===== config.mk =====
export PLATFORM = sky130hd
export DESIGN_NAME = cmd_framer
export DESIGN_NICKNAME = d
export VERILOG_FILES = /design/src/rtl/cmdfrm_pkg.sv /design/src/rtl/cmdfrm_decode.sv /design/src/rtl/cmdfrm_collect.sv /design/src/rtl/cmdfrm_env.sv /design/src/rtl/cmd_framer.sv
export SDC_FILE = /design/constraint.sdc
export NUM_CORES = 2
export LEC_CHECK = 0
export ABC_AREA = 0
export BUFFER_PORTS_ARGS = -buffer_cell sky130_fd_sc_hd__buf_2
export CAP_MARGIN = 10
export CORE_UTILIZATION = 31
export DETAILED_ROUTE_END_ITERATION = 16
export PLACE_DENSITY_LB_ADDON = 0.05
export SETUP_SLACK_MARGIN = 0.1
export SYNTH_ARGS = -nofsm -noshare
export SYNTH_HDL_FRONTEND = slang
export SYNTH_SLANG_ARGS = --single-unit

===== constraint.sdc =====
create_clock -name clk -period 12.7 [get_ports clk]
set_input_delay 0.635 -clock clk [delete_from_list [all_inputs] [get_ports clk]]
set_output_delay 0.635 -clock clk [all_outputs]
set_load 0.02 [all_outputs]

===== src/rtl/cmdfrm_pkg.sv =====
package cmdfrm_pkg;

   localparam int OPC_W = 8;
   localparam int LEN_W = 4;

   typedef enum logic [1:0] {
      TEX_NONE = 2'd0,
      TEX_W4   = 2'd1,
      TEX_W5   = 2'd2
   } tex_sel_e;

   // parameter words following the opcode word
   function automatic logic [LEN_W-1:0] param_words(input logic [OPC_W-1:0] op);
      int r;
      int verts;
      int tex;
      r     = 0;
      verts = op[3] ? 4 : 3;
      tex   = op[2] ? 1 : 0;
      if (op[7:5] == 3'b001) begin
         if (op[4]) r = verts * (2 + tex) - 1;
         else       r = verts * (1 + tex);
      end else if (op[7:5] == 3'b010) begin
         r = 2 + (op[4] ? 1 : 0) + (op[3] ? 1 : 0);
      end else if (op[7:5] == 3'b011) begin
         if (op[4:2] == 3'b011) r = 0;
         else                   r = 1 + tex + ((op[4:3] == 2'b00) ? 1 : 0);
      end else if (op == 8'h80) begin
         r = 3;
      end else if (op == 8'hA0 || op == 8'hC0) begin
         r = 2;
      end
      return LEN_W'(r);
   endfunction

endpackage


===== src/rtl/cmdfrm_decode.sv =====
module cmdfrm_decode
   import cmdfrm_pkg::*;
#(
   parameter int CNT_W = 4
) (
   input  logic [OPC_W-1:0] op,
   output logic [CNT_W-1:0] nparams,
   output logic             is_xfer,
   output logic             is_env,
   output logic             is_dirty,
   output tex_sel_e         tex_sel
);

   always_comb begin
      nparams  = CNT_W'(param_words(op));
      is_xfer  = (op == 8'hA0) || (op == 8'hC0);
      is_env   = (op[7:3] == 5'b11100);
      is_dirty = (op >= 8'h02) && (op <= 8'hBF);
      if ((op & 8'hF4) == 8'h24)      tex_sel = TEX_W4;
      else if ((op & 8'hF4) == 8'h34) tex_sel = TEX_W5;
      else                            tex_sel = TEX_NONE;
   end

endmodule


===== src/rtl/cmdfrm_collect.sv =====
module cmdfrm_collect
   import cmdfrm_pkg::*;
#(
   parameter  int DATA_W    = 32,
   parameter  int MAX_WORDS = 12,
   localparam int CNT_W     = $clog2(MAX_WORDS),
   localparam int NW_W      = $clog2(MAX_WORDS + 1)
) (
   input  logic                        clk,
   input  logic                        rst_n,
   input  logic                        flush,
   input  logic                        in_valid,
   input  logic [DATA_W-1:0]           in_data,
   output logic                        in_ready,
   output logic [OPC_W-1:0]            cur_op,
   input  logic [CNT_W-1:0]            nparams,
   input  logic                        is_xfer,
   input  logic                        pkt_ready,
   output logic                        pkt_valid,
   output logic [MAX_WORDS*DATA_W-1:0] pkt_data,
   output logic [NW_W-1:0]             pkt_nwords,
   output logic                        done,
   output logic [DATA_W-1:0]           word0,
   output logic [DATA_W-1:0]           word1,
   output logic [DATA_W-1:0]           word2,
   output logic [8:0]                  tex4,
   output logic [8:0]                  tex5
);

   logic [CNT_W-1:0]                   wcnt_q;
   logic [OPC_W-1:0]                   op_q;
   logic [MAX_WORDS-1:0][DATA_W-1:0]   buf_q;
   logic [MAX_WORDS-1:0][DATA_W-1:0]   asm_w;
   logic                               fire;
   logic                               first;

   assign in_ready = !(pkt_valid && !pkt_ready) && !flush;
   assign fire     = in_valid && in_ready;
   assign first    = (wcnt_q == '0);
   assign cur_op   = first ? in_data[DATA_W-1 -: OPC_W] : op_q;
   assign done     = fire && (wcnt_q == nparams);

   always_comb begin
      for (int k = 0; k < MAX_WORDS; k++)
         asm_w[k] = (wcnt_q == CNT_W'(k)) ? in_data : buf_q[k];
   end

   assign word0 = asm_w[0];
   assign word1 = asm_w[1];
   assign word2 = asm_w[2];
   assign tex4  = asm_w[4][8:0];
   assign tex5  = asm_w[5][8:0];

   always_ff @(posedge clk) begin
      for (int k = 0; k < MAX_WORDS; k++)
         if (fire && wcnt_q == CNT_W'(k)) buf_q[k] <= in_data;
   end

   always_ff @(posedge clk) begin
      if (!rst_n) begin
         wcnt_q     <= '0;
         op_q       <= '0;
         pkt_valid  <= 1'b0;
         pkt_data   <= '0;
         pkt_nwords <= '0;
      end else begin
         if (flush) begin
            wcnt_q <= '0;
         end else if (fire) begin
            if (first) op_q <= in_data[DATA_W-1 -: OPC_W];
            wcnt_q <= done ? '0 : wcnt_q + 1'b1;
         end
         if (done && !is_xfer) begin
            pkt_valid  <= 1'b1;
            pkt_data   <= asm_w;
            pkt_nwords <= NW_W'(nparams) + NW_W'(1);
         end else if (pkt_ready) begin
            pkt_valid  <= 1'b0;
         end
      end
   end

endmodule


===== src/rtl/cmdfrm_env.sv =====
module cmdfrm_env
   import cmdfrm_pkg::*;
#(
   parameter  int DATA_W        = 32,
   parameter  int ENV_REGS      = 8,
   parameter  bit SNOOP_TEXPAGE = 1'b1,
   localparam int SEL_W         = $clog2(ENV_REGS)
) (
   input  logic                       clk,
   input  logic                       rst_n,
   input  logic                       done,
   input  logic                       is_env,
   input  logic [SEL_W-1:0]           env_sel,
   input  tex_sel_e                   tex_sel,
   input  logic [DATA_W-1:0]          word0,
   input  logic [8:0]                 tex4,
   input  logic [8:0]                 tex5,
   output logic [ENV_REGS*DATA_W-1:0] env_flat
);

   for (genvar i = 0; i < ENV_REGS; i++) begin : g_reg
      localparam logic [DATA_W-1:0] RST_VAL = {8'(8'hE0 + i), {(DATA_W-8){1'b0}}};
      logic             hit;
      logic [DATA_W-1:0] q;

      assign hit = done && is_env && (env_sel == SEL_W'(i));

      if (SNOOP_TEXPAGE && i == 1) begin : g_snoop
         always_ff @(posedge clk) begin
            if (!rst_n)                         q      <= RST_VAL;
            else if (hit)                       q      <= word0;
            else if (done && tex_sel == TEX_W4) q[8:0] <= tex4;
            else if (done && tex_sel == TEX_W5) q[8:0] <= tex5;
         end
      end else begin : g_plain
         always_ff @(posedge clk) begin
            if (!rst_n)   q <= RST_VAL;
            else if (hit) q <= word0;
         end
      end

      assign env_flat[i*DATA_W +: DATA_W] = q;
   end

endmodule


===== src/rtl/cmd_framer.sv =====
module cmd_framer
   import cmdfrm_pkg::*;
#(
   parameter  int DATA_W        = 32,
   parameter  int MAX_WORDS     = 12,
   parameter  int ENV_REGS      = 8,
   parameter  bit SNOOP_TEXPAGE = 1'b1,
   localparam int CNT_W         = $clog2(MAX_WORDS),
   localparam int NW_W          = $clog2(MAX_WORDS + 1),
   localparam int SEL_W         = $clog2(ENV_REGS),
   localparam int STAT_W        = 13
) (
   input  logic                        clk,
   input  logic                        rst_n,
   input  logic                        cmd_flush,
   input  logic                        in_valid,
   input  logic [DATA_W-1:0]           in_data,
   output logic                        in_ready,
   output logic                        pkt_valid,
   input  logic                        pkt_ready,
   output logic [MAX_WORDS*DATA_W-1:0] pkt_data,
   output logic [NW_W-1:0]             pkt_nwords,
   output logic                        xfer_valid,
   output logic [DATA_W-1:0]           xfer_pos,
   output logic [DATA_W-1:0]           xfer_size,
   output logic                        xfer_read,
   output logic                        dirty_pulse,
   output logic [ENV_REGS*DATA_W-1:0]  env_flat,
   output logic [STAT_W-1:0]           status_bits
);

   if (DATA_W != 32) begin : g_bad_width
      $error("cmd_framer: DATA_W must be 32");
   end
   if (MAX_WORDS < 12) begin : g_bad_depth
      $error("cmd_framer: MAX_WORDS must hold the longest packet (12)");
   end
   if (ENV_REGS != 8) begin : g_bad_env
      $error("cmd_framer: ENV_REGS must be 8");
   end

   logic [OPC_W-1:0]  cur_op;
   logic [CNT_W-1:0]  nparams;
   logic              is_xfer, is_env, is_dirty, done;
   tex_sel_e          tex_sel;
   logic [DATA_W-1:0] word0, word1, word2;
   logic [8:0]        tex4, tex5;

   cmdfrm_decode #(.CNT_W(CNT_W)) u_dec (
      .op(cur_op), .nparams(nparams), .is_xfer(is_xfer),
      .is_env(is_env), .is_dirty(is_dirty), .tex_sel(tex_sel)
   );

   cmdfrm_collect #(.DATA_W(DATA_W), .MAX_WORDS(MAX_WORDS)) u_col (
      .clk(clk), .rst_n(rst_n), .flush(cmd_flush),
      .in_valid(in_valid), .in_data(in_data), .in_ready(in_ready),
      .cur_op(cur_op), .nparams(nparams), .is_xfer(is_xfer),
      .pkt_ready(pkt_ready), .pkt_valid(pkt_valid), .pkt_data(pkt_data),
      .pkt_nwords(pkt_nwords), .done(done),
      .word0(word0), .word1(word1), .word2(word2), .tex4(tex4), .tex5(tex5)
   );

   cmdfrm_env #(.DATA_W(DATA_W), .ENV_REGS(ENV_REGS), .SNOOP_TEXPAGE(SNOOP_TEXPAGE)) u_env (
      .clk(clk), .rst_n(rst_n), .done(done), .is_env(is_env),
      .env_sel(cur_op[SEL_W-1:0]), .tex_sel(tex_sel), .word0(word0),
      .tex4(tex4), .tex5(tex5), .env_flat(env_flat)
   );

   assign status_bits = {env_flat[6*DATA_W +: 2], env_flat[DATA_W +: 11]};

   always_ff @(posedge clk) begin
      if (!rst_n) begin
         xfer_valid  <= 1'b0;
         xfer_pos    <= '0;
         xfer_size   <= '0;
         xfer_read   <= 1'b0;
         dirty_pulse <= 1'b0;
      end else begin
         xfer_valid  <= done && is_xfer;
         dirty_pulse <= done && is_dirty;
         if (done && is_xfer) begin
            xfer_pos  <= word1;
            xfer_size <= word2;
            xfer_read <= (cur_op == 8'hC0);
         end
      end
   end

endmodule


==> flow_summary.yaml <==
outcome:
  status: "completed"
floorplan:
  coreArea_um2: 140200
  start_util_pct: 31.37
  die_y_um: 378.7
  rows: 137
  die_x_um: 378.7
  die_area_um2: 143400
  io_pins: 763
grt:
  antenna_found_initial: 9
  grt_pass1_wl_um: 229100
  gr-usage-all-layers_pct: 22.14
  grt_pass1_vias: 30080
  grt_max_degree: 172
  overflow: 0
placement:
  globalplace.congestion: 0.8002
  dp_cells: 6076
  dp_hpwl_um: 103200
  io_buffer_count: 762
synth:
  ys_seq_area_share_pct: 59.17
  syn-cell-area_um2: 43980
  syn_area_per_cell_um2: 11.87
  ys_ff_latch: 1108
  muxShareOfSynthArea_pct: 17.85
  synth-xor-area-share_pct: 0.1792
  synth_compound_area_share_pct: 7.849
  yosysTopAreaCellShare_pct: 32.95
  synth_fp_nets: 3755
  synth_ff_type: "dfxtp_1"
  ys_warn_count: 0
  synth_top_area_cell: "dfxtp_1"
  ys_top_cells_by_count: "dfxtp_1, mux2i_1, nand2_1"
  synth_cell_types: 64
  synth_edf_count: 384
  ys_async_sr_fraction_pct: 0
  synth_fa_ha_area_share_pct: 0.3414
  synth_most_common_cell: "dfxtp_1"
  synth_top_family_by_area: "multiplexers"
  syn_inst: 3706
  synthTopCellsByArea: "dfxtp_1, edfxtp_1, mux2i_1"
  synth-simple-area-share_pct: 10.65
cells_and_area:
  fillers: 14010
  nets: 4383
  fin_cells: 6313
  layout-drive-gt1-share_pct: 25.76
  syn2layout_area_growth_pct: 21.60
power:
  seqPwrFrac_pct: 46.6
  p_comb_share_pct: 7.9
  power.total_mw: 8.190
  power.internal_mw: 6.145
  clockPowerShare_pct: 45.5
  power_switching_mw: 2.045
  power_density_nw_per_um2: 153.1
  ir_worst_vdd_uv: 101.3
  p_leak_nw: 26.12
  p_sw_share_pct: 24.97
critical_path:
  startpoint_type: "register"
  slowest_delay_ns: 0.94
  critPathKind: "register to register"
  cp-end-kind: "register"
  crit_top_cell: "buf_4"
  cpMaxStageDelayCell: "buf_4"
  crit_chain: "inv_1, ha_1, or3b_2, buf_4, a21boi_1, buf_4, ha_1, nand4_1, a32o_1, o211a_2, a311oi_2, and4_4, and2_4, buf_12, buf_4, o211a_1"
  rrSetupSlack_ns: 5.29
  cp.required_ns: 13.37
  r2r_end: "u_col.pkt_data[241]"
  critPathMaxFanout: 129
  reg2reg_depth: 16
  cp.arrival_ns: 8.07
  regToRegStartpoint: "u_col.wcnt_q[0]"
drt:
  routed_wl_um: 165200
  via_per_inst: 4.930
  wl_per_cell_um: 26.17
  drc_errors: 0
  first_iter_violations: 2006
  via_count: 31130
  firstDrtPassIters: 5
  ant_nets: 0
sta:
  finalSetupViolations: 0
  tightest_slew_ns: 1.258
  period_needed_ns: 7.406
  fmax_ghz: 0.1350
  slew_violations: 0
  rsz0062_at_grt: "false"
  fin_worst_hold_slack_ns: 0.2804
  slew_headroom_pct: 16.15
  hold_viol: 0
  setup_tns_ns: 0
  finClkSkew_ns: 0.02809
  period_share_pct: 58.31
cts:
  postCtsSetupRepairBufs: 0
  cts_made_buffers: 132
  clock-sinks: 1108
  cts_tree: "done"
  clk_path_buf_depth: 3
  clk_pin_slew_ns: 0.06
  cts_resized: 0
  h-tree-depth: 4
  insertion_delay_ns: 0.74
  postCtsHoldBufs: 0
  root_buffer: "clkbuf_16"
worst_hold_path:
  hold_path_end: "u_col.buf_q[332]"
  min_from: "in_data[12]"
  hold_class: "input port to register"
  min_delay_path_depth: 1
job:
  cap_violations: 0
metal layers:
layer / track usage (%) / wire (um) / up-vias
li1: - / - / 14550
met5: 0 / 0 / -
met3: 5.038 / 9685 / 221
met1: 28.56 / 72200 / 15470
met2: 36.02 / 77430 / 891
met4: 8.090 / 5894 / 0
worst max path at each step:
stage	end	start	slack (ns)
final	u_col.pkt_data[241]	u_col.wcnt_q[0]	5.29
after floorplan	u_col.pkt_data[376]	u_col.wcnt_q[1]	7.64
after global placement	u_col.pkt_data[240]	in_data[29]	5.25
after global routing	u_col.pkt_data[271]	u_col.wcnt_q[0]	4.85
after detailed placement	u_col.pkt_data[244]	in_data[29]	5.24
after CTS	u_col.pkt_data[284]	u_col.wcnt_q[0]	5.24
critical path, delay by kind of cell, from the launching register on:
kind                     cells  cell delay, ns
buffers and inverters        5            2.25
AND/OR/NAND/NOR              4            2.12
AO/OA/AOI/OAI                5            1.47
adder cells (fa/ha/maj)      2            0.60
flip-flops                   1            0.38
flip-flops by register name, indices dropped and copies added, names as in the netlist:
name              count
xfer_read             1
u_env.g.q           256
u_col.pkt_data      384
xfer_pos             32
u_col.pkt_nwords      4
u_col.buf_q         384
u_col.op_q            8
u_col.pkt_valid       1
u_col.wcnt_q          4
dirty_pulse           1
xfer_valid            1
xfer_size            32
logic make-up after synthesis:
logic type	count (synthesis)
buffers and inverters	373
AOI/OAI and AO/OA	363
DFF	1108
xor gates and xnor gates	9
and+or+nand+nor	1065
adders and majority gates	12
muxes	776
cell type report:
class	instances	area (um2)	share of cell area, %
multi-input combinational	2225	16350	30.56
tap	1876	2347	4.389
antenna	4	10.01	0.01872
clock inverter	28	290.3	0.5427
clock buffer	205	3902	7.297
timing repair buffer	847	4487	8.389
inverter	20	75.07	0.1404
sequential	1108	26030	48.66
power by group through the flow:
stage	Clock (mW)	Sequential (mW)	Combinational [mW]
2_1_floorplan	0	3.98	0.271
3_5_place_dp	0	3.90	0.660
5_1_grt	3.97	3.83	0.689
4_1_cts	3.84	3.82	0.661
3_3_place_gp	0	3.90	0.657
6_report	3.72	3.82	0.647
cells in the final DEF (no fill, tap or decap), types with 5 or more instances in the layout:
cell	instances
clkinv_2	11
nor2_1	70
clkbuf_8	24
and3_1	5
dfxtp_1	724
nand4_1	9
nor2_4	7
mux2_2	66
ha_1	12
mux2i_1	710
o211a_1	294
nor3_1	16
nand3_1	298
clkbuf_16	136
clkinv_1	5
buf_4	83
a221o_1	8
edfxtp_1	384
nor3_2	5
nand2_1	574
nand2_2	8
o22ai_1	12
nor4_1	5
bufinv_16	5
clkbuf_1	45
and2_1	8
xnor2_1	6
nor2b_1	10
inv_1	19
a21oi_1	14
o21ai_0	9
buf_2	761
nand2b_1	7
nor3b_1	10
stage by stage:
| stage | worst slack [ns] | cell area, um2 | util, % |
|---|---|---|---|
| after floorplan | 7.644 | 43980 | - |
| after global placement | 5.252 | 49280 | 35.15 |
| after detailed placement | 5.245 | 49280 | 35.15 |
| after CTS | 5.241 | 53470 | 38.14 |
| after global routing | 4.852 | 53480 | 38.14 |
| final | 5.294 | 53480 | 38.14 |
(Power assumes the default switching activity.)
